### config.mk
export PLATFORM = sky130hd
export DESIGN_NAME = spi_txq_ctrl
export DESIGN_NICKNAME = d
export VERILOG_FILES = /design/src/rtl/spi_txq_pkg.sv /design/src/rtl/spi_txq_fifo.sv /design/src/rtl/spi_txq_wmark.sv /design/src/rtl/spi_txq_wcnt.sv /design/src/rtl/spi_txq_ctrl.sv
export SDC_FILE = /design/constraint.sdc
export NUM_CORES = 1
export LEC_CHECK = 0
export BUFFER_PORTS_ARGS = -buffer_cell sky130_fd_sc_hd__buf_2
export CAP_MARGIN = 30
export CORE_ASPECT_RATIO = 1.1
export CORE_MARGIN = 5
export CORE_UTILIZATION = 55
export CTS_CLUSTER_DIAMETER = 80
export DETAILED_ROUTE_END_ITERATION = 10
export PLACE_DENSITY = 0.75
export SLEW_MARGIN = 20
export SYNTH_ARGS = -nofsm -noshare
export SYNTH_HDL_FRONTEND = slang
export SYNTH_SLANG_ARGS = --single-unit
### constraint.sdc
create_clock -name clk -period 6.34 [get_ports clk]
set_input_delay 0.634 -clock clk [delete_from_list [all_inputs] [get_ports clk]]
set_output_delay 0.634 -clock clk [all_outputs]
set_load 0.01 [all_outputs]
### src/rtl/spi_txq_pkg.sv
package spi_txq_pkg;

    typedef enum logic [2:0] {
        STAT_OFF     = 3'd0,
        STAT_NOTFULL = 3'd1,
        STAT_QUARTER = 3'd2,
        STAT_HALF    = 3'd3,
        STAT_3QUART  = 3'd4,
        STAT_ALLFREE = 3'd5
    } stat_sel_e;

    // free-entry count that corresponds to a number of quarters of the buffer
    function automatic int unsigned quarter_of(input int unsigned depth,
                                               input int unsigned quarters);
        return (depth * quarters) / 4;
    endfunction

endpackage

### src/rtl/spi_txq_fifo.sv
module spi_txq_fifo #(
    parameter int DATA_W = 32,
    parameter int DEPTH  = 8
) (
    input  logic                       clk,
    input  logic                       rst_n,
    input  logic                       push,
    input  logic [DATA_W-1:0]          push_data,
    input  logic                       pop,
    output logic [DATA_W-1:0]          rd_data,
    output logic [$clog2(DEPTH+1)-1:0] level,
    output logic                       empty,
    output logic                       full
);
    localparam int PTR_W = (DEPTH > 1) ? $clog2(DEPTH) : 1;
    localparam int LVL_W = $clog2(DEPTH + 1);
    localparam logic [PTR_W-1:0] LAST_PTR = PTR_W'(DEPTH - 1);
    localparam logic [LVL_W-1:0] FULL_LVL = LVL_W'(DEPTH);

    typedef struct packed {
        logic [PTR_W-1:0] rd;
        logic [PTR_W-1:0] wr;
        logic [LVL_W-1:0] cnt;
    } fifo_st_t;

    fifo_st_t st_d, st_q;
    logic [DATA_W-1:0] mem_q [DEPTH];
    logic push_ok, pop_ok;

    assign empty   = (st_q.cnt == '0);
    assign full    = (st_q.cnt == FULL_LVL);
    assign push_ok = push && !full;
    assign pop_ok  = pop && !empty;
    assign rd_data = mem_q[st_q.rd];
    assign level   = st_q.cnt;

    always_comb begin
        st_d = st_q;
        if (push_ok) st_d.wr = (st_q.wr == LAST_PTR) ? '0 : st_q.wr + 1'b1;
        if (pop_ok)  st_d.rd = (st_q.rd == LAST_PTR) ? '0 : st_q.rd + 1'b1;
        case ({push_ok, pop_ok})
            2'b10:   st_d.cnt = st_q.cnt + 1'b1;
            2'b01:   st_d.cnt = st_q.cnt - 1'b1;
            default: st_d.cnt = st_q.cnt;
        endcase
    end

    always_ff @(posedge clk or negedge rst_n) begin
        if (!rst_n) st_q <= '0;
        else        st_q <= st_d;
    end

    always_ff @(posedge clk) begin
        if (push_ok) mem_q[st_q.wr] <= push_data;
    end

endmodule

### src/rtl/spi_txq_wmark.sv
module spi_txq_wmark
    import spi_txq_pkg::*;
#(
    parameter int DEPTH = 8,
    parameter int LVL_W = 4
) (
    input  logic [LVL_W-1:0] level,
    input  logic [1:0]       reg_sel,
    input  logic [1:0]       urg_sel,
    input  logic [2:0]       stat_sel,
    output logic             reg_req,
    output logic             urg_hit,
    output logic             stat_hit
);
    localparam logic [LVL_W-1:0] ALL_FREE = LVL_W'(DEPTH);

    logic [LVL_W-1:0] quarter [5];
    logic [LVL_W-1:0] free_cnt;
    logic [2:0]       urg_idx;

    for (genvar q = 0; q < 5; q++) begin : g_quarter
        assign quarter[q] = LVL_W'(quarter_of(DEPTH, q));
    end

    always_comb begin
        free_cnt = ALL_FREE - level;
        urg_idx  = {1'b0, urg_sel} + 3'd1;
        reg_req  = free_cnt > quarter[reg_sel];
        urg_hit  = free_cnt >= quarter[urg_idx];
        case (stat_sel_e'(stat_sel))
            STAT_NOTFULL: stat_hit = free_cnt != '0;
            STAT_QUARTER: stat_hit = free_cnt >= quarter[1];
            STAT_HALF:    stat_hit = free_cnt >= quarter[2];
            STAT_3QUART:  stat_hit = free_cnt >= quarter[3];
            STAT_ALLFREE: stat_hit = free_cnt == ALL_FREE;
            default:      stat_hit = 1'b0;
        endcase
    end

endmodule

### src/rtl/spi_txq_wcnt.sv
module spi_txq_wcnt #(
    parameter int CNT_W = 16
) (
    input  logic             clk,
    input  logic             rst_n,
    input  logic             load,
    input  logic [CNT_W-1:0] load_val,
    input  logic             dec,
    output logic [CNT_W-1:0] cnt,
    output logic             zero
);
    typedef struct packed {
        logic [CNT_W-1:0] cnt;
    } wc_st_t;

    wc_st_t st_d, st_q;

    always_comb begin
        st_d = st_q;
        if (load)                       st_d.cnt = load_val;
        else if (dec && st_q.cnt != '0) st_d.cnt = st_q.cnt - 1'b1;
    end

    always_ff @(posedge clk or negedge rst_n) begin
        if (!rst_n) st_q <= '0;
        else        st_q <= st_d;
    end

    assign cnt  = st_q.cnt;
    assign zero = (st_q.cnt == '0);

endmodule

### src/rtl/spi_txq_ctrl.sv
module spi_txq_ctrl #(
    parameter int DATA_W = 32,
    parameter int DEPTH  = 8,
    parameter int CNT_W  = 16
) (
    input  logic                       clk,
    input  logic                       rst_n,
    input  logic                       wr_valid,
    input  logic [DATA_W-1:0]          wr_data,
    input  logic                       pop_req,
    input  logic                       cfg_master,
    input  logic                       cfg_tx_en,
    input  logic                       cfg_wcnt_en,
    input  logic                       wcnt_load,
    input  logic [CNT_W-1:0]           wcnt_val,
    input  logic                       cfg_zero_fill,
    input  logic [1:0]                 cfg_regwm,
    input  logic                       cfg_urg_en,
    input  logic [1:0]                 cfg_urgwm,
    input  logic [2:0]                 cfg_stat_sel,
    input  logic                       ovf_clr,
    input  logic                       urun_clr,
    output logic [DATA_W-1:0]          tx_word,
    output logic                       tx_vld,
    output logic                       tx_stall,
    output logic [$clog2(DEPTH+1)-1:0] level,
    output logic                       reg_req,
    output logic                       urg_req,
    output logic                       stat_irq,
    output logic                       urun_err,
    output logic                       ovf_err,
    output logic [CNT_W-1:0]           wcnt
);
    localparam int LVL_W = $clog2(DEPTH + 1);

    typedef struct packed {
        logic [DATA_W-1:0] word;
        logic              vld;
        logic              urun;
        logic              ovf;
        logic              urg;
    } ctl_st_t;

    ctl_st_t st_d, st_q;

    logic [DATA_W-1:0] head_word;
    logic              buf_empty, buf_full;
    logic              urg_hit;
    logic              wc_zero, wc_active, pop_go, underrun;

    spi_txq_fifo #(.DATA_W(DATA_W), .DEPTH(DEPTH)) u_fifo (
        .clk       (clk),
        .rst_n     (rst_n),
        .push      (wr_valid),
        .push_data (wr_data),
        .pop       (pop_go),
        .rd_data   (head_word),
        .level     (level),
        .empty     (buf_empty),
        .full      (buf_full)
    );

    spi_txq_wmark #(.DEPTH(DEPTH), .LVL_W(LVL_W)) u_wmark (
        .level    (level),
        .reg_sel  (cfg_regwm),
        .urg_sel  (cfg_urgwm),
        .stat_sel (cfg_stat_sel),
        .reg_req  (reg_req),
        .urg_hit  (urg_hit),
        .stat_hit (stat_irq)
    );

    spi_txq_wcnt #(.CNT_W(CNT_W)) u_wcnt (
        .clk      (clk),
        .rst_n    (rst_n),
        .load     (wcnt_load),
        .load_val (wcnt_val),
        .dec      (wc_active && pop_go),
        .cnt      (wcnt),
        .zero     (wc_zero)
    );

    assign wc_active = cfg_master && cfg_wcnt_en && cfg_tx_en;
    assign tx_stall  = wc_active && wc_zero;
    assign pop_go    = pop_req && !tx_stall;
    assign underrun  = pop_go && buf_empty;

    always_comb begin
        st_d     = st_q;
        st_d.vld = pop_go;
        if (pop_go) begin
            if (!underrun)         st_d.word = head_word;
            else if (cfg_zero_fill) st_d.word = '0;
            else                    st_d.word = st_q.word;
        end
        st_d.urun = underrun || (st_q.urun && !urun_clr);
        st_d.ovf  = (wr_valid && buf_full) || (st_q.ovf && !ovf_clr);
        if (!cfg_urg_en)  st_d.urg = 1'b0;
        else if (urg_hit) st_d.urg = 1'b1;
        else if (!reg_req) st_d.urg = 1'b0;
    end

    always_ff @(posedge clk or negedge rst_n) begin
        if (!rst_n) st_q <= '0;
        else        st_q <= st_d;
    end

    assign tx_word  = st_q.word;
    assign tx_vld   = st_q.vld;
    assign urun_err = st_q.urun;
    assign ovf_err  = st_q.ovf;
    assign urg_req  = st_q.urg;

endmodule

==> results of run 1 <==
==> final timing paths <==
path | start | to | slack [ns] | depth (start not counted)
worst min register to register | tx_word[7] | tx_word[7] | 0.54 | 2
max in group asynchronous | rst_n | tx_word[20] | 5.74 | 2
worst max register to register | u_wcnt.cnt[1] | u_fifo.level[2] | 2.81 | 14
worst min-delay path | rst_n | u_fifo.level[1] | 0.03 | 1
min in group clk | urun_clr | urun_err | 0.27 | 2
worst max-delay path | u_wcnt.cnt[1] | u_fifo.level[2] | 2.81 | 14
==> cells in the mapped netlist, types with 4 or more instances <==
cell type / count
nand2_1: 20
nor2b_1: 4
inv_1: 51
nor3_1: 7
nand4_1: 6
edfxtp_1: 256
dfrtp_1: 62
ha_1: 17
buf_4: 4
mux2_2: 4
mux4_2: 64
nand2b_1: 7
buf_2: 14
or4_1: 4
o22ai_1: 34
nor2_1: 24
clkbuf_1: 16
nand3_1: 9
mux2i_1: 32
xnor2_1: 4
o21ai_0: 9
a31oi_1: 9
==> routing by layer <==
layer,vias up,share of wire
met5,-,0.0014
met3,39,0.066
li1,3113,-
met4,6,0.013
met1,3594,0.42
met2,247,0.50
==> logic make-up (layout without fill, tap and decap cells) <==
group	after synthesis	in the layout
flops	318	318
mux	103	103
simple gates	102	102
buf+inv	89	248
compound gates	82	82
fa+ha+maj	17	17
xor+xnor	7	7
==> report_power, final <==
group / leakage [nW] / switching (mW) / total [mW] / internal [mW]
clock network: 0.481 / 0.761 / 1.78 / 1.02
logic: 1.90 / 0.917 / 1.79 / 0.870
registers: 3.07 / 0.291 / 2.97 / 2.67
total: 5.45 / 1.97 / 6.54 / 4.57
==> through the flow <==
step                hold slack, ns  utilization  instances  setup WS [ns]
global placement             0.521        0.603       1119           3.02
floorplan                    0.338            -        718           1.42
finish                      0.0327        0.647       1177           2.81
CTS                          0.242        0.646       1176           2.78
global route                0.0478        0.647       1177           2.47
detailed placement           0.530        0.603       1119           2.83
==> critical path, stage by stage (launching register included) <==
cell and delay [ns]:
dfrtp_1 0.43, inv_1 0.11, ha_1 0.17, nor3b_2 0.33, nand4_2 0.29, o211ai_4 0.26
buf_4 0.47, inv_1 0.15, ha_1 0.30, xor2_1 0.17, ha_1 0.19, a21oi_1 0.17
xor2_1 0.18, nor2_1 0.06, xor2_1 0.14
==> state kept, by name, summed over array words and instances (netlist names) <==
register      count
u_fifo.st_q       6
u_fifo.level      4
u_fifo.mem_q    256
ovf_err           1
tx_vld            1
tx_word          32
urg_req           1
urun_err          1
u_wcnt.cnt       16
==> cell type report <==
class / instances / share of cell area
multi-input cells: 311 / 0.224
clock buffers: 35 / 0.0531
clock inverters: 22 / 0.0136
well taps: 300 / 0.0252
inverters: 53 / 0.0134
repair buffers: 138 / 0.0496
flip-flops and latches: 318 / 0.621
==> impl_metrics.py, run 1 <==
metrics = {
    "status": {
        "status": "complete, no violations",
    },
    "floorplanning": {
        "dieHeight_um": 171,
        "io_pins": 126,
        "num_rows": 58,
        "core_region_area_mm2": 0.0230,
        "initial_core_util": 0.560,
        "die_w_um": 156,
        "dieArea_mm2": 0.0266,
    },
    "yosys": {
        "syn_area_mm2": 0.0129,
        "synth_top_flop_cell": "edfxtp_1",
        "yosysTopAreaCellShare": 0.597,
        "synth_cells": 718,
        "synth_xor_area_frac": 0.00476,
        "ys_warn_count": 0,
        "synth.net_count": 802,
        "async_flop_share": 0.195,
        "synth.distinct_cells": 62,
        "synth_area_leaders": "edfxtp_1, dfrtp_1, mux4_2",
        "synth-adder-area-share": 0.0165,
        "synth_edf_count": 256,
        "synth_top_family_by_area": "multiplexers",
        "ys_ff_latch": 318,
        "avgSynthCellArea_um2": 17.9,
        "synthSimpleGateAreaFrac": 0.0465,
        "yosysSeqAreaShare": 0.717,
        "synthMuxAreaShare": 0.143,
        "yosysTopAreaCell": "edfxtp_1",
        "synth_compound_area_frac": 0.0437,
    },
    "timing": {
        "max_freq_ghz": 0.283,
        "finalHoldViolCount": 0,
        "fin_crit_ns": 3.53,
        "worst_pin_slew_ns": 0.960,
        "slew_headroom": 0.360,
        "setup_violations": 0,
        "rsz0062_at_grt": "no",
        "tns_ns": 0,
        "finClkSkew_ns": 0.0117,
        "slew_viol_final": 0,
        "period_share": 0.557,
    },
    "placed_design": {
        "io_buffers": 125,
        "gp_congestion": 0.909,
        "hpwl_um": 15000,
        "placed_area_mm2": 0.0139,
    },
    "power": {
        "ir_drop_uv": 321,
        "power_density_mw_per_mm2": 439,
        "power_mw": 6.54,
        "leakage_nw": 5.45,
    },
    "clock_tree": {
        "clk_pin_slew_ns": 0.07,
        "ctsLongestPathBuffers": 3,
        "cts_root_buffer": "clkbuf_16",
        "cts_tree": "yes",
        "cts_buffers": 31,
        "clk-insertion-delay-late_ns": 0.55,
        "htreeDepth": 1,
        "holdBufCountCts": 0,
        "numClockSinks": 318,
        "cts_resized": 0,
        "post_cts_buffers": 0,
    },
    "detailed_routing": {
        "drc_errors": 0,
        "wl_per_cell_um": 22.5,
        "ant_nets": 0,
        "route.detailed.vias_per_inst": 5.95,
        "drtPass1Iterations": 5,
        "drtIter0Drc": 543,
        "wl_um": 26400,
        "vias": 6999,
    },
    "grt": {
        "grt_pass1_vias": 7412,
        "use_met2": 0.347,
        "globalRouteOverflowTotal": 0,
        "grt_start_max_net_pins": 63,
        "grt_pass1_wl_um": 41600,
        "met1_usage": 0.275,
        "busiest_layer": "met2",
        "use_met3": 0.0352,
        "antenna_found_initial": 3,
        "grt_use_total": 0.201,
    },
    "worst_setup_path": {
        "path_class": "reg2reg",
        "worst_setup_path_start_kind": "flop",
        "worstPathRequired_ns": 6.76,
        "cp-end-kind": "flop",
        "worstPathArrival_ns": 3.95,
        "path_max_fanout": 36,
    },
    "cells_and_area": {
        "layout_commonest_cell": "edfxtp_1",
        "fin_area_mm2": 0.0149,
        "syn_to_final_growth_pct": 15.5,
        "seq_area_mm2": 0.00925,
        "multi_input_area_mm2": 0.00333,
        "n_fill_cell": 1573,
        "n_antenna_cell": 0,
        "final_nets": 937,
        "layout_common_cells": "edfxtp_1, buf_2, mux4_2, dfrtp_1, inv_1",
        "drive_above_1_share": 0.315,
    },
    "flow_run": {
        "max-cap-violations": 0,
    },
    "hold_path": {
        "hold_class": "in2async",
    },
}
Note: power is estimated with default switching activity, not from simulation.
==> run 2: changes to the inputs <==
- ABC_AREA: default -> 1
- clock period: 6.34 -> 3.3 ns (I/O delays scaled with it)
==> impl_metrics.py, run 2 <==
metrics = {
    "timing": {
        "timing.final.ws_setup_ns": 0.350,
        "fin_crit_ns": 2.95,
        "max_freq_ghz": 0.339,
        "slew_headroom": 0.448,
        "worst_pin_slew_ns": 0.828,
        "rsz0062_at_grt": "no",
        "finalHoldViolCount": 0,
        "holdWs_ns": 0.0228,
        "setup_violations": 0,
        "slew_viol_final": 0,
        "tns_ns": 0,
        "period_share": 0.894,
        "finClkSkew_ns": 0.0136,
    },
    "grt": {
        "grt_pass1_wl_um": 49100,
        "antenna_found_initial": 2,
        "globalRouteOverflowTotal": 0,
        "grt_use_total": 0.216,
        "grt_start_max_net_pins": 70,
        "grt_pass1_vias": 9482,
    },
    "power": {
        "ir_drop_uv": 493,
        "intPower_mw": 8.58,
        "leakage_nw": 6.25,
        "seq_power_share": 0.418,
        "power_switching_mw": 4.69,
        "power_frac_clock": 0.265,
        "swShare": 0.353,
        "power_mw": 13.3,
        "power_density_mw_per_mm2": 857,
        "comb_power_share": 0.317,
    },
    "worst_setup_path": {
        "r2r-start": "u_fifo.level[0]",
        "path_class": "reg2out",
        "critPathTopFamily": "adder cells",
        "worst_setup_path_start_kind": "flop",
        "worstPathArrival_ns": 2.62,
        "worstPathRequired_ns": 2.97,
        "startpoint": "u_fifo.level[0]",
        "path_max_fanout": 6,
        "crit_slowest_cell": "dfrtp_1",
        "cp-end-kind": "output port",
        "critPathBufInv": 4,
        "path_cells": "inv_1 -> ha_1 -> nand2_1 -> inv_1 -> nor2_1 -> ha_1 -> inv_1 -> nor2_1 -> o21ai_0 -> nand2_1 -> buf_2",
        "cpPeakStageDelay_ns": 0.46,
        "path_common_cell": "inv_1",
    },
    "detailed_routing": {
        "drc_errors": 0,
        "wl_per_cell_um": 18.1,
        "drtIter0Drc": 1082,
        "wl_um": 30600,
        "wl_met3_um": 2200,
        "drtPass1Iterations": 5,
        "vias": 9412,
        "wl_met2_um": 14900,
        "route.detailed.vias_per_inst": 5.55,
        "ant_nets": 0,
        "highest_layer": "met5",
        "routedLengthMet1_um": 12800,
    },
    "clock_tree": {
        "ctsLongestPathBuffers": 3,
        "cts_root_buffer": "clkbuf_16",
        "cts_tree": "yes",
        "htreeDepth": 1,
        "clk-insertion-delay-late_ns": 0.55,
        "numClockSinks": 318,
        "cts_buffers": 30,
        "clk_pin_slew_ns": 0.06,
        "cts_resized": 0,
    },
    "yosys": {
        "ys_top_cells_by_count": "nand2_1, edfxtp_1, nor2_1, nand3_1, o21ai_0",
        "yosysTopAreaCellShare": 0.569,
        "synth_cells": 1242,
        "avgSynthCellArea_um2": 10.9,
        "ys_ff_latch": 318,
        "yosysSeqAreaShare": 0.684,
        "synth_top_flop_cell": "edfxtp_1",
        "yosysTopAreaCell": "edfxtp_1",
        "ys_warn_count": 0,
        "async_flop_share": 0.195,
        "synth.distinct_cells": 35,
        "synth_area_leaders": "edfxtp_1, dfrtp_1, nand2_1",
        "syn_area_mm2": 0.0135,
        "yosysMostFrequentCell": "nand2_1",
        "synth.net_count": 1326,
        "synth_edf_count": 256,
    },
    "floorplanning": {
        "core_region_area_mm2": 0.0243,
        "dieArea_mm2": 0.0278,
        "die_w_um": 159,
        "initial_core_util": 0.555,
        "num_rows": 60,
        "io_pins": 126,
        "dieHeight_um": 174,
    },
    "status": {
        "status": "complete, no violations",
    },
    "cells_and_area": {
        "layout_common_cells": "nand2_1, edfxtp_1, nor2_1, nand3_1, buf_2",
        "fin_util": 0.637,
        "n_antenna_cell": 0,
        "largest_reg_flops": 256,
        "seq_area_mm2": 0.00924,
        "drive_above_1_share": 0.165,
        "multi_input_area_mm2": 0.00380,
        "n_fill_cell": 1851,
        "top_register": "u_fifo.mem_q",
        "final_nets": 1445,
        "layout_commonest_cell": "nand2_1",
        "syn_to_final_growth_pct": 14.7,
    },
    "flow_run": {
        "max-cap-violations": 0,
    },
    "hold_path": {
        "hold_class": "in2reg",
        "min-delay-start": "wcnt_val[14]",
    },
    "placed_design": {
        "hpwl_um": 18200,
        "gp_congestion": 0.882,
        "dp_slack_ns": 0.532,
        "io_buffers": 125,
    },
}
[run 2: changes by cell type after synthesis, sizes merged, moves of 11 or more]
cell   delta
o22ai    -31
nor2    +155
mux4     -64
o21ai    +94
mux2i    -32
inv      -11
buf      +33
nand2   +303
nand3   +151
[run 2: per-layer routing]
layer | vias up | global-route usage
met5 | - | 0
met1 | 4497 | 0.293
met2 | 376 | 0.362
met4 | 4 | 0.0651
li1 | 4473 | -
met3 | 62 | 0.0344
[run 2: power by group through the flow]
| stage | Combinational (mW) | Sequential (mW) | Clock (mW) |
|---|---|---|---|
| after floorplan | 2.89 | 5.57 | 0 |
| after global placement | 4.08 | 5.57 | 0 |
| after detailed placement | 4.18 | 5.61 | 0 |
| after CTS | 4.23 | 5.54 | 3.54 |
| after global routing | 4.71 | 5.62 | 3.72 |
| final | 4.21 | 5.55 | 3.51 |
[run 2: repair_timing]
item	CTS	global route
buffers inserted	0	0
hold buffers	4	0
hold endpoints to repair	65	0
[run 2: path summary, 6_finish.rpt]
kind / endpoint / slack, ns / cells past startpoint
min in group asynchronous: u_wcnt.cnt[3] / 0.18 / 2
setup / recovery: reg_req / 0.35 / 11
hold reg to reg: tx_word[7] / 0.48 / 2
setup reg to reg: u_fifo.mem_q[7][29] / 0.49 / 10
max in group asynchronous: u_fifo.st_q[7] / 2.54 / 3
hold / removal: u_wcnt.cnt[14] / 0.02 / 3
[run 2: layout make-up]
type | instances | area share
Sequential cell | 318 | 0.597
Multi-Input combinational cell | 818 | 0.245
Clock buffer | 47 | 0.0579
Timing Repair Buffer | 152 | 0.0572
Tap cell | 310 | 0.0251
Inverter | 41 | 0.00994
Clock inverter | 9 | 0.00768
[run 2: worst min-delay path, cell delays in order]
cell and delay [ns]:
buf_2 0.08, nand2_1 0.05, nand3_1 0.08
[run 2: stage by stage]
step / cell area (µm²) / std cells
after global placement: 14400 / 1634
after CTS: 15500 / 1694
after floorplan: 13500 / 1242
after global routing: 15500 / 1695
final: 15500 / 1695
after detailed placement: 14400 / 1634
[run 2: cells by family after synthesis]
kind of cell    share of synthesized area
buf+inv                            0.0389
flops                               0.684
fa+ha+maj                          0.0158
xor+xnor                          0.00519
simple gates                        0.210
compound gates                     0.0456
==> run 3: changes to the inputs <==
- CORE_UTILIZATION: 55 -> 53
- REMOVE_ABC_BUFFERS: default -> 1
- clock period: 3.3 -> 2.53 ns (I/O delays scaled with it)
==> impl_metrics.py, run 3 (synthesized netlist as in run 2, its figures left out) <==
metrics = {
    "status": {
        "status": "complete, no violations",
    },
    "clock_tree": {
        "clk_pin_slew_ns": 0.06,
        "cts_root_buffer": "clkbuf_16",
        "htreeDepth": 1,
        "ctsLongestPathBuffers": 3,
        "post_cts_buffers": 0,
        "numClockSinks": 318,
        "cts_tree": "yes",
        "clk-insertion-delay-late_ns": 0.55,
        "cts_buffers": 31,
    },
    "cells_and_area": {
        "largest_reg_flops": 256,
        "syn_to_final_growth_pct": 18.4,
        "drive_above_1_share": 0.174,
        "layout_common_cells": "nand2_1, edfxtp_1, nor2_1, nand3_1, buf_2",
        "layout_commonest_cell": "nand2_1",
        "final_cell_count_no_fill": 1743,
        "final_nets": 1488,
        "fin_area_mm2": 0.0160,
        "n_antenna_cell": 0,
        "top_register": "u_fifo.mem_q",
    },
    "detailed_routing": {
        "drtPass1Iterations": 6,
        "ant_nets": 0,
        "route.detailed.vias_per_inst": 5.53,
        "drtIter0Drc": 857,
        "vias": 9634,
        "wl_um": 32000,
        "drc_errors": 0,
        "wl_per_cell_um": 18.3,
    },
    "power": {
        "power_frac_clock": 0.257,
        "power_density_mw_per_mm2": 1100,
        "swShare": 0.354,
        "ir_drop_uv": 715,
        "power_switching_mw": 6.20,
        "intPower_mw": 11.3,
        "comb_power_share": 0.335,
        "leakage_nw": 6.44,
        "seq_power_share": 0.408,
    },
    "placed_design": {
        "dp_slack_ns": 0.0999,
        "place_inst": 1651,
        "io_buffers": 125,
        "placed_area_mm2": 0.0146,
        "gp_congestion": 0.882,
        "hpwl_um": 19400,
    },
    "flow_run": {
        "max-cap-violations": 0,
    },
    "worst_setup_path": {
        "path_class": "reg2out",
        "worstPathArrival_ns": 2.14,
        "cp-end-kind": "output port",
        "worstPathRequired_ns": 2.28,
        "worst_setup_path_start_kind": "flop",
        "path_max_fanout": 4,
    },
    "timing": {
        "slew_viol_final": 0,
        "period_share": 0.944,
        "finalHoldViolCount": 0,
        "timing.final.ws_setup_ns": 0.141,
        "fin_crit_ns": 2.39,
        "finClkSkew_ns": 0.00852,
        "max_freq_ghz": 0.419,
        "worst_pin_slew_ns": 0.789,
        "slew_headroom": 0.474,
        "setup_violations": 0,
    },
    "grt": {
        "grt_start_max_net_pins": 129,
        "grt_pass1_wl_um": 50800,
        "globalRouteOverflowTotal": 0,
        "grt_use_total": 0.221,
        "grt_pass1_vias": 9505,
        "antenna_found_initial": 0,
    },
    "floorplanning": {
        "dieArea_mm2": 0.0288,
        "initial_core_util": 0.536,
        "num_rows": 61,
        "io_pins": 126,
        "core_region_area_mm2": 0.0252,
        "die_w_um": 162,
        "dieHeight_um": 177,
    },
    "hold_path": {
        "hold_class": "in2reg",
    },
}
run 3: changes by cell type in the layout (fill, tap and decap cells not counted), moves of 4 or more:
cell | previous run | this run
inv_2 | 4 | 9
clkinv_1 | 1 | 5
buf_12 | 2 | 10
dlygate4sd3_1 | 4 | 35
inv_1 | 37 | 32
buf_4 | 21 | 25
run 3: final timing paths:
| kind | from | to | slack [ns] | depth (start not counted) |
|---|---|---|---|---|
| max in group asynchronous | rst_n | tx_word[28] | 1.63 | 3 |
| setup / recovery | u_fifo.level[1] | reg_req | 0.14 | 11 |
| min in group asynchronous | rst_n | u_wcnt.cnt[4] | 0.28 | 2 |
| hold / removal | wr_data[11] | u_fifo.mem_q[3][11] | 0.004 | 1 |
| hold reg to reg | tx_word[13] | tx_word[13] | 0.48 | 2 |
| setup reg to reg | u_wcnt.cnt[0] | u_fifo.level[2] | 0.17 | 14 |
run 3: power groups by stage:
stage	sequential, mW	combinational [mW]	clock (mW)
finish	7.14	5.86	4.51
CTS	7.12	5.84	4.55
floorplan	7.61	3.11	0
global placement	7.18	5.55	0
global route	7.22	6.57	4.80
detailed placement	7.22	5.75	0
run 3: per-layer routing:
metal / global-route usage / vias to the layer above / wire, µm
met1: 0.301 / 4640 / 13100
met5: 0 / - / 0
met3: 0.0297 / 43 / 2290
met4: 0.0465 / 0 / 566
li1: - / 4556 / -
met2: 0.385 / 395 / 16100
run 3: metrics by stage:
| step | power (mW) | hold slack, ns | util | TNS, ns |
|---|---|---|---|---|
| 6_report | 17.5 | 0.00353 | 0.635 | 0 |
| 5_1_grt | 18.6 | 0.0141 | 0.635 | -0.00806 |
| 4_1_cts | 17.5 | 0.000895 | 0.633 | 0 |
| 3_5_place_dp | 13.0 | 0.326 | 0.580 | 0 |
| 3_3_place_gp | 12.7 | 0.320 | 0.580 | 0 |
| 2_1_floorplan | 10.7 | -0.0426 | - | -224.37 |
run 3: area by class of cell:
| type | instances | area (µm²) |
|---|---|---|
| clock buffer | 44 | 855 |
| clock inverter | 13 | 144 |
| fill | 1894 | 9210 |
| inverter | 41 | 154 |
| multi-input combinational | 818 | 3830 |
| sequential | 318 | 9240 |
| tap | 315 | 394 |
| timing repair buffer | 194 | 1360 |
run 3: critical path: stages (launching register included):
cell     delay [ns]
dfrtp_1        0.38
inv_2          0.10
ha_4           0.15
nand2_2        0.08
inv_2          0.10
nor2_4         0.05
ha_1           0.28
inv_1          0.06
nor2_1         0.03
o21ai_0        0.13
nand2_1        0.09
buf_2          0.14
run 3: what timing repair did:
item	CTS	global route
pin swaps	0	0
endpoints found under the hold margin	243	0
gates resized for setup	2	11
hold buffers	35	0
endpoints found under the setup margin	1	2
